===== src/rtl/supsv_pkg.sv =====
package supsv_pkg;

  typedef enum logic [1:0] {
    ST_HOLD  = 2'd0,
    ST_COUNT = 2'd1,
    ST_RUN   = 2'd2
  } rel_state_e;

  // Ticks of a clock at clk_hz spanning us microseconds, never below one.
  function automatic longint ticks_for(input longint clk_hz, input longint us);
    longint t;
    t = (clk_hz * us) / 64'd1000000;
    if (t < 64'd1) t = 64'd1;
    return t;
  endfunction

endpackage


===== src/rtl/supsv_sync2.sv =====
module supsv_sync2 #(
  parameter int              W       = 1,
  parameter logic [W-1:0]    RST_VAL = '0
) (
  input  logic         clk,
  input  logic         rst,
  input  logic [W-1:0] d,
  output logic [W-1:0] q
);

  for (genvar i = 0; i < W; i++) begin : g_bit
    logic meta_q;
    logic stab_q;
    always_ff @(posedge clk) begin
      if (rst) begin
        meta_q <= RST_VAL[i];
        stab_q <= RST_VAL[i];
      end else begin
        meta_q <= d[i];
        stab_q <= meta_q;
      end
    end
    assign q[i] = stab_q;
  end

endmodule


===== src/rtl/supsv_delay_lut.sv =====
module supsv_delay_lut #(
  parameter longint CLK_HZ = 1000000,
  parameter int     CW     = 18
) (
  input  logic [1:0]    code,
  output logic [CW-1:0] term
);

  localparam longint T_BYP = supsv_pkg::ticks_for(CLK_HZ, 100);
  localparam longint T_50  = supsv_pkg::ticks_for(CLK_HZ, 50000);
  localparam longint T_100 = supsv_pkg::ticks_for(CLK_HZ, 100000);
  localparam longint T_200 = supsv_pkg::ticks_for(CLK_HZ, 200000);

  always_comb begin
    unique case (code)
      2'b11:   term = CW'(T_BYP);
      2'b10:   term = CW'(T_50);
      2'b01:   term = CW'(T_100);
      default: term = CW'(T_200);
    endcase
  end

endmodule


===== src/rtl/supsv_release_timer.sv =====
module supsv_release_timer #(
  parameter int CW = 18
) (
  input  logic          clk,
  input  logic          rst,
  input  logic          low_s,
  input  logic          ok_s,
  input  logic [CW-1:0] term_in,
  output logic          rst_n_o
);
  import supsv_pkg::*;

  rel_state_e    state;
  logic [CW-1:0] cnt;
  logic [CW-1:0] target;
  logic          rst_n_q;

  always_ff @(posedge clk) begin
    if (rst) begin
      state   <= ST_HOLD;
      cnt     <= '0;
      target  <= '0;
      rst_n_q <= 1'b0;
    end else if (low_s) begin
      state   <= ST_HOLD;
      cnt     <= '0;
      rst_n_q <= 1'b0;
    end else begin
      unique case (state)
        ST_HOLD: begin
          if (ok_s) begin
            state  <= ST_COUNT;
            cnt    <= '0;
            target <= term_in;
          end
        end
        ST_COUNT: begin
          if (cnt == target - CW'(1)) begin
            state   <= ST_RUN;
            cnt     <= '0;
            rst_n_q <= 1'b1;
          end else begin
            cnt <= cnt + CW'(1);
          end
        end
        ST_RUN: begin
          rst_n_q <= 1'b1;
        end
        default: begin
          state   <= ST_HOLD;
          rst_n_q <= 1'b0;
        end
      endcase
    end
  end

  assign rst_n_o = rst_n_q;

  assert_drop_asserts_R2: assert property (@(posedge clk) disable iff (rst)
    low_s |=> (!rst_n_q && cnt == '0));

  assert_hold_without_ok_R3: assert property (@(posedge clk) disable iff (rst)
    (state == ST_HOLD && !ok_s) |=> !rst_n_q);

  assert_rise_after_full_wait_R4: assert property (@(posedge clk) disable iff (rst)
    $rose(rst_n_q) |-> ($past(state) == ST_COUNT && $past(cnt) == $past(target) - CW'(1)));

  assert_no_overflow_R4: assert property (@(posedge clk) disable iff (rst)
    (state == ST_COUNT) |-> (cnt < target));

  assert_target_frozen_R7: assert property (@(posedge clk) disable iff (rst)
    (state == ST_COUNT && $past(state) == ST_COUNT) |-> $stable(target));

  assert_stay_released_R8: assert property (@(posedge clk) disable iff (rst)
    (rst_n_q && !low_s) |=> rst_n_q);

endmodule


===== src/rtl/supply_reset_sequencer.sv =====
module supply_reset_sequencer #(
  parameter longint CLK_HZ = 1000000
) (
  input  logic clk,
  input  logic rst,
  input  logic sup_low_i,
  input  logic sup_ok_i,
  input  logic dsel_a_i,
  input  logic dsel_b_i,
  output logic rst_out_n
);

  localparam longint T_MAX = supsv_pkg::ticks_for(CLK_HZ, 200000);
  localparam int     CW    = $clog2(T_MAX + 1);

  logic [3:0]    raw_in;
  logic [3:0]    syn_in;
  logic [CW-1:0] term;

  assign raw_in = {dsel_a_i, dsel_b_i, sup_ok_i, sup_low_i};

  supsv_sync2 #(
    .W       (4),
    .RST_VAL (4'b0001)
  ) u_sync (
    .clk (clk),
    .rst (rst),
    .d   (raw_in),
    .q   (syn_in)
  );

  supsv_delay_lut #(
    .CLK_HZ (CLK_HZ),
    .CW     (CW)
  ) u_lut (
    .code (syn_in[3:2]),
    .term (term)
  );

  supsv_release_timer #(
    .CW (CW)
  ) u_timer (
    .clk     (clk),
    .rst     (rst),
    .low_s   (syn_in[0]),
    .ok_s    (syn_in[1]),
    .term_in (term),
    .rst_n_o (rst_out_n)
  );

  assert_reset_low_R1: assert property (@(posedge clk)
    rst |=> !rst_out_n);

endmodule


===== config.mk =====
export PLATFORM = sky130hd
export DESIGN_NAME = supply_reset_sequencer
export DESIGN_NICKNAME = d
export VERILOG_FILES = /design/src/rtl/supsv_pkg.sv /design/src/rtl/supsv_sync2.sv /design/src/rtl/supsv_delay_lut.sv /design/src/rtl/supsv_release_timer.sv /design/src/rtl/supply_reset_sequencer.sv
export SDC_FILE = /design/constraint.sdc
export NUM_CORES = 1
export LEC_CHECK = 0
export BUFFER_PORTS_ARGS = -buffer_cell sky130_fd_sc_hd__buf_2
export CAP_MARGIN = 20
export CORE_AREA = 2 2 95 97
export DETAILED_ROUTE_END_ITERATION = 7
export DIE_AREA = 0 0 97 99
export SLEW_MARGIN = 20
export SYNTH_ARGS = -nofsm -noshare
export SYNTH_HDL_FRONTEND = slang
export SYNTH_SLANG_ARGS = --single-unit

===== constraint.sdc =====
create_clock -name clk -period 6.6 [get_ports clk]
set_input_delay 1.65 -clock clk [delete_from_list [all_inputs] [get_ports clk]]
set_output_delay 1.65 -clock clk [all_outputs]
set_load 0.01 [all_outputs]

; Word level (Yosys, flattened, before mapping)
; Index checks and enable logic that the tools add are counted.
[classes]
muxes = 9
n_eq_ne = 8
n_bitwise = 3
reduce_logical = 7
addsub = 2
[op_table]
columns = op, n
row1 = 18-bit one-hot mux with 3 select lines, 1
row2 = 18-bit 2-to-1 mux, 2
row3 = 18-bit one-hot mux with 2 select lines, 1
row4 = 18-bit by 1-bit adder with 18-bit output (second input constant), 1
row5 = 18-bit == test, 1
row6 = 18-bit by 1-bit subtractor with 18-bit output (second input constant), 1
row7 = 2-bit == test (second input constant), 3
row8 = 2-bit one-hot mux with 3 select lines, 1
row9 = 3-bit AND reduction, 2
row10 = 2-bit by 1-bit == test with 1-bit output (second input constant), 2
row11 = 2-bit 2-to-1 mux, 2
row12 = 2-bit AND reduction, 2
row13 = 1-bit inverter, 3
row14 = 1-bit one-hot mux with 3 select lines, 1
row15 = 2-bit logical NOT, 1
row16 = 2-bit by 1-bit inequality test with 1-bit output (second input constant), 1
row17 = 2-bit inequality test (second input constant), 1
row18 = 2-bit nonzero test, 1
row19 = 2-bit OR reduction, 1
row20 = 1-bit 2-to-1 mux, 1
[word_totals]
regBits = 47
word_cells = 41
output_inout_bits = 1

; Logic depth before layout (Yosys ltp)
[logic_depth]
word_depth = 4
ltp_mapped = 10

; Modules after synthesis
; Synthesis repeated with hierarchy kept, for this count alone.
[unflattened]
hier_cells = 330
hier_area_um2 = 2776.4
[modules_own_cells]
columns = module, n_inst, seq_area_each_um2, area_each_um2, cells_each
row1 = supsv_release_timer, 1, 780.7, 2368.5, 289
row2 = supsv_sync2, 1, 160.2, 240.2, 20
row3 = supsv_delay_lut, 1, 0.0, 167.7, 21

; Worst setup path before layout
; No wires, ideal clock.
[synth_timing]
path_kind = input to register
from = in rst
to = reg u_timer.cnt[5]
setup_slack_ns = 3.914
cell_stages = 5
t_arrival_ns = 2.622
required_ns = 6.536
path_cell_list = clkbuf_1 nor2_1 o21ai_4 buf_6 nor2_1
[synth_via]
elab_chain_cells = 1
[synth_rtl]
columns = item, line
row1 = start: declaration, supply_reset_sequencer.sv:5  ; input logic rst,
row2 = 2-bit OR reduction (no source line), --
row3 = end signal: assignment, supsv_release_timer.sv:43  ; cnt <= cnt + CW'(1);
row4 = end: declaration, supsv_release_timer.sv:14  ; logic [CW-1:0] cnt;
; No other way between the ends.
; A chain may end at the register's enable or synchronous reset.

; Worst setup path after layout
[layout_timing]
from = reg u_timer.target[6]
to = reg u_timer.cnt[16]
[layout_via]
elab_chain_cells = 4
[layout_rtl]
columns = item, line
row1 = start: declaration, supsv_release_timer.sv:15  ; logic [CW-1:0] target;
row2 = start signal: assignment, supsv_release_timer.sv:34  ; target <= term_in;
row3 = 18-bit by 1-bit subtractor with 18-bit output, supsv_release_timer.sv:38  ; if (cnt == target - CW'(1)) begin
row4 = 18-bit == test, supsv_release_timer.sv:38
row5 = 18-bit 2-to-1 mux, supsv_release_timer.sv:38
row6 = 18-bit one-hot mux with 2 select lines, supsv_release_timer.sv:29  ; unique case (state)
; No other way between the ends.

==> summary.md <==
| Metric | Value |
|---|---|
| Outcome | finished, final reports clean |
| Largest buffer count on any clock path | 2 |
| Mux share of post-synthesis cell area | 1.496% |
| Worst Setup Path Type | reg2reg |
| Insertion delay to the later sink of the worst-skew pair | 0.28 ns |
| Worst-path clk slew | 0.07 ns |
| CTS tree | yes |
| Sequential share of the synthesized area | 36.39% |
| Pre-antenna DRT Iters | 4 |
| FF+latch count, synth | 38 |
| Setup crit end kind | flip-flop |
| Via count | 1698 |
| Antenna violations before repair | 0 |
| RSZ-0062 raised after global routing | no |
| Die Ht | 99 um |
| Post-synthesis simple-gate area fraction | 28.79% |
| Largest family of logic cells by synthesized area | simple AND/OR/NAND/NOR gates |
| Post-CTS Resized | 0 |
| # setup viols final | 0 |
| Post-DP HPWL | 3.090 mm |
| Hold Slack | 0.4096 ns |
| Number of global-route vias before repair | 1554 |
| Tot GR Track Use | 8.919% |
| Final Skew | 0.005155 ns |
| Startpoint Class | flip-flop |
| Grt ovf | 0 |
| Final core utilization | 27.33% |
| Peak fanout along the critical path | 16 |
| MaxCap Viol Count | 0 |
| Post-Syn Area | 0.002091 mm^2 |
| Area after DPL | 0.002195 mm^2 |
| WP data arrival | 3.03 ns |
| Io pins | 7 |
| Share of cells above drive strength 1 | 8.000% |
| Critical R2R Launch | u_timer.target[6] |
| Fin crit period | 2.876 ns |
| DRT iter0 DRCs | 152 |
| Synth unique cells | 53 |
| Critical path cell sequence | or4_1 -> or4_4 -> o21ai_1 -> a32oi_1 -> o41a_1 -> o21ai_4 -> nor3_1 |
| Fin crit share | 43.57% |
| Synthesized Nets | 264 |
| Final Instance Area | 0.002337 mm^2 |
| Most common library cells after synthesis | dfxtp_1, nor2_1, nand2_1 |
| CTS sink cnt | 38 |
| Top-count cell post-synth | dfxtp_1 |
| Wire per inst | 11.50 um |
| Max VDD drop | 0.1351 mV |
| Port Buffer Count | 6 |
| XOR/XNOR Fraction of Synth Area | 9.515% |
| CORE AREA | 0.008551 mm^2 |
| Largest net degree at the start of global routing | 20 |
| Fmax | 347.7 MHz |
| Vias/cell | 4.743 |
| Worst path slowest cell | or4_1 |
| H-tree levels | 2 |
| Final WL | 4.116 mm |
| Area contributors post-synth | dfxtp_1, ha_1, nor2_1, xnor2_1, xor2_1 |
| ANT nets after route | 0 |
| Final setup TNS | 0 ns |
| Synth area leader | dfxtp_1 |
| Global-route wire length before repair | 7.086 mm |
| Slowest stage delay, CP | 0.66 ns |
| Mapped Cells | 248 |
| Worst Hold Launch | u_sync.g_bit[0].meta_q |
| Hold path depth | 1 |
| FFs w/ async S/R, synth | 0% |
| Final Hold Fails | 0 |
| Ant diodes | 0 |
| P_leak | 0.8493 nW |
| P&R area growth vs syn | 11.79% |
| Drc violations | 0 |
| Slew margin rel. | 39.66% |
| Initial Util | 24.45% |
| Row count | 34 |
| Critical Path RT | 6.76 ns |
| Hold WC Path Type | reg2reg |
| Top cell type's share of synthesized area | 36.39% |
| Avg Cell Area, Syn | 8.430 um^2 |
| Flop2flop setup slack | 3.72 ns |
| Post-synth EDFFs | 0 |
| DIE AREA | 0.009603 mm^2 |
| Post-Synth Adder-Cell Area | 5.984% |
| Die W | 97 um |
| Slew @ Worst Pin | 0.9032 ns |
| CTS Root Buffer Type | clkbuf_8 |
| Yosys warns | 0 |
| Post-CTS Setup Inserts | 0 |
| Final Max Slew Viols | 0 |
| GP Congestion | 0.7836 |
| Nets | 265 |
| Ys flop type | dfxtp_1 |
| Hold Path Sink | u_sync.g_bit[0].stab_q |
| Pwr/cell area | 208.8 mW/mm^2 |
| Num CTS Buffers | 5 |
| RR Endpoint | u_timer.cnt[16] |
| Post-CTS Hold Fix Bufs | 0 |
| Complex-gate fraction of the synthesized area | 12.75% |
| R2R depth | 7 |
==> area by class of cell <==
class                   count  area (um^2)
repair buffers              6        30.03
clock inverters             2        60.06
flip-flops and latches     38        760.7
inverters                  12        45.04
multi-input cells         186         1224
well taps                 108        135.1
fillers                   894         6213
clock buffers               6        82.58
==> worst max-delay path by stage <==
stage / startpoint / endpoint / slack, ns / cells past startpoint
2_1_floorplan: rst / u_timer.cnt[5] / 3.91 / 5
3_3_place_gp: rst / u_timer.cnt[16] / 3.69 / 4
3_5_place_dp: rst / u_timer.cnt[16] / 3.61 / 4
4_1_cts: u_timer.target[6] / u_timer.cnt[16] / 3.72 / 7
5_1_grt: u_timer.target[6] / u_timer.cnt[16] / 3.56 / 7
6_report: u_timer.target[6] / u_timer.cnt[16] / 3.72 / 7
==> critical path, delay by kind of cell (launching register included) <==
kind	cells	cell delay, ns
and+or+nand+nor	3	1.24
AOI/OAI and AO/OA	4	1.11
DFF	1	0.39
==> cell usage in the layout (no fill, tap or decap), drive strengths merged, types with 3 or more instances in the layout <==
master   instances
nor2b            8
a31oi            3
inv             12
dfxtp           38
nor4             4
and3             3
ha              10
nor3b            3
xnor2           10
nor2            30
nand4b           4
nand2           23
nand3           11
nand4            7
clkbuf           6
xor2            10
a21oi            9
o2111ai          3
nor3             8
or2              4
o21ai            4
buf              6
==> state kept, by name, summed over array words and instances (netlist names) <==
name / count
u_timer.rst_n_o: 1
u_sync.g_bit.meta_q: 4
u_sync.g_bit.stab_q: 4
u_timer.target: 9
u_timer.cnt: 18
u_timer.state: 2
==> kinds of logic after synthesis <==
| logic type | Yosys count |
|---|---|
| simple gates | 116 |
| flops | 38 |
| compound gates | 36 |
| buf+inv | 24 |
| xor+xnor | 21 |
| fa+ha+maj | 10 |
| mux | 3 |
==> power by group <==
| group | internal, mW | total (mW) | switching (mW) |
|---|---|---|---|
| logic | 0.00671 | 0.0161 | 0.00939 |
| registers | 0.232 | 0.234 | 0.00192 |
| clock network | 0.161 | 0.238 | 0.0770 |
==> per-layer routing <==
layer	track usage [%]	vias up	share of wire (%)
met1	10.80	807	47
met3	1.915	4	2.0
met5	0	-	0
li1	-	870	-
met4	3.250	0	1.1
met2	15.60	17	50
==> through the flow <==
step | instances | setup WS, ns | power [mW]
2_1_floorplan | 248 | 3.914 | 0.2517
3_3_place_gp | 350 | 3.689 | 0.2549
3_5_place_dp | 350 | 3.610 | 0.2553
4_1_cts | 358 | 3.716 | 0.4948
5_1_grt | 358 | 3.556 | 0.5052
6_report | 358 | 3.724 | 0.4880
Power figures use the tool's default switching activity.
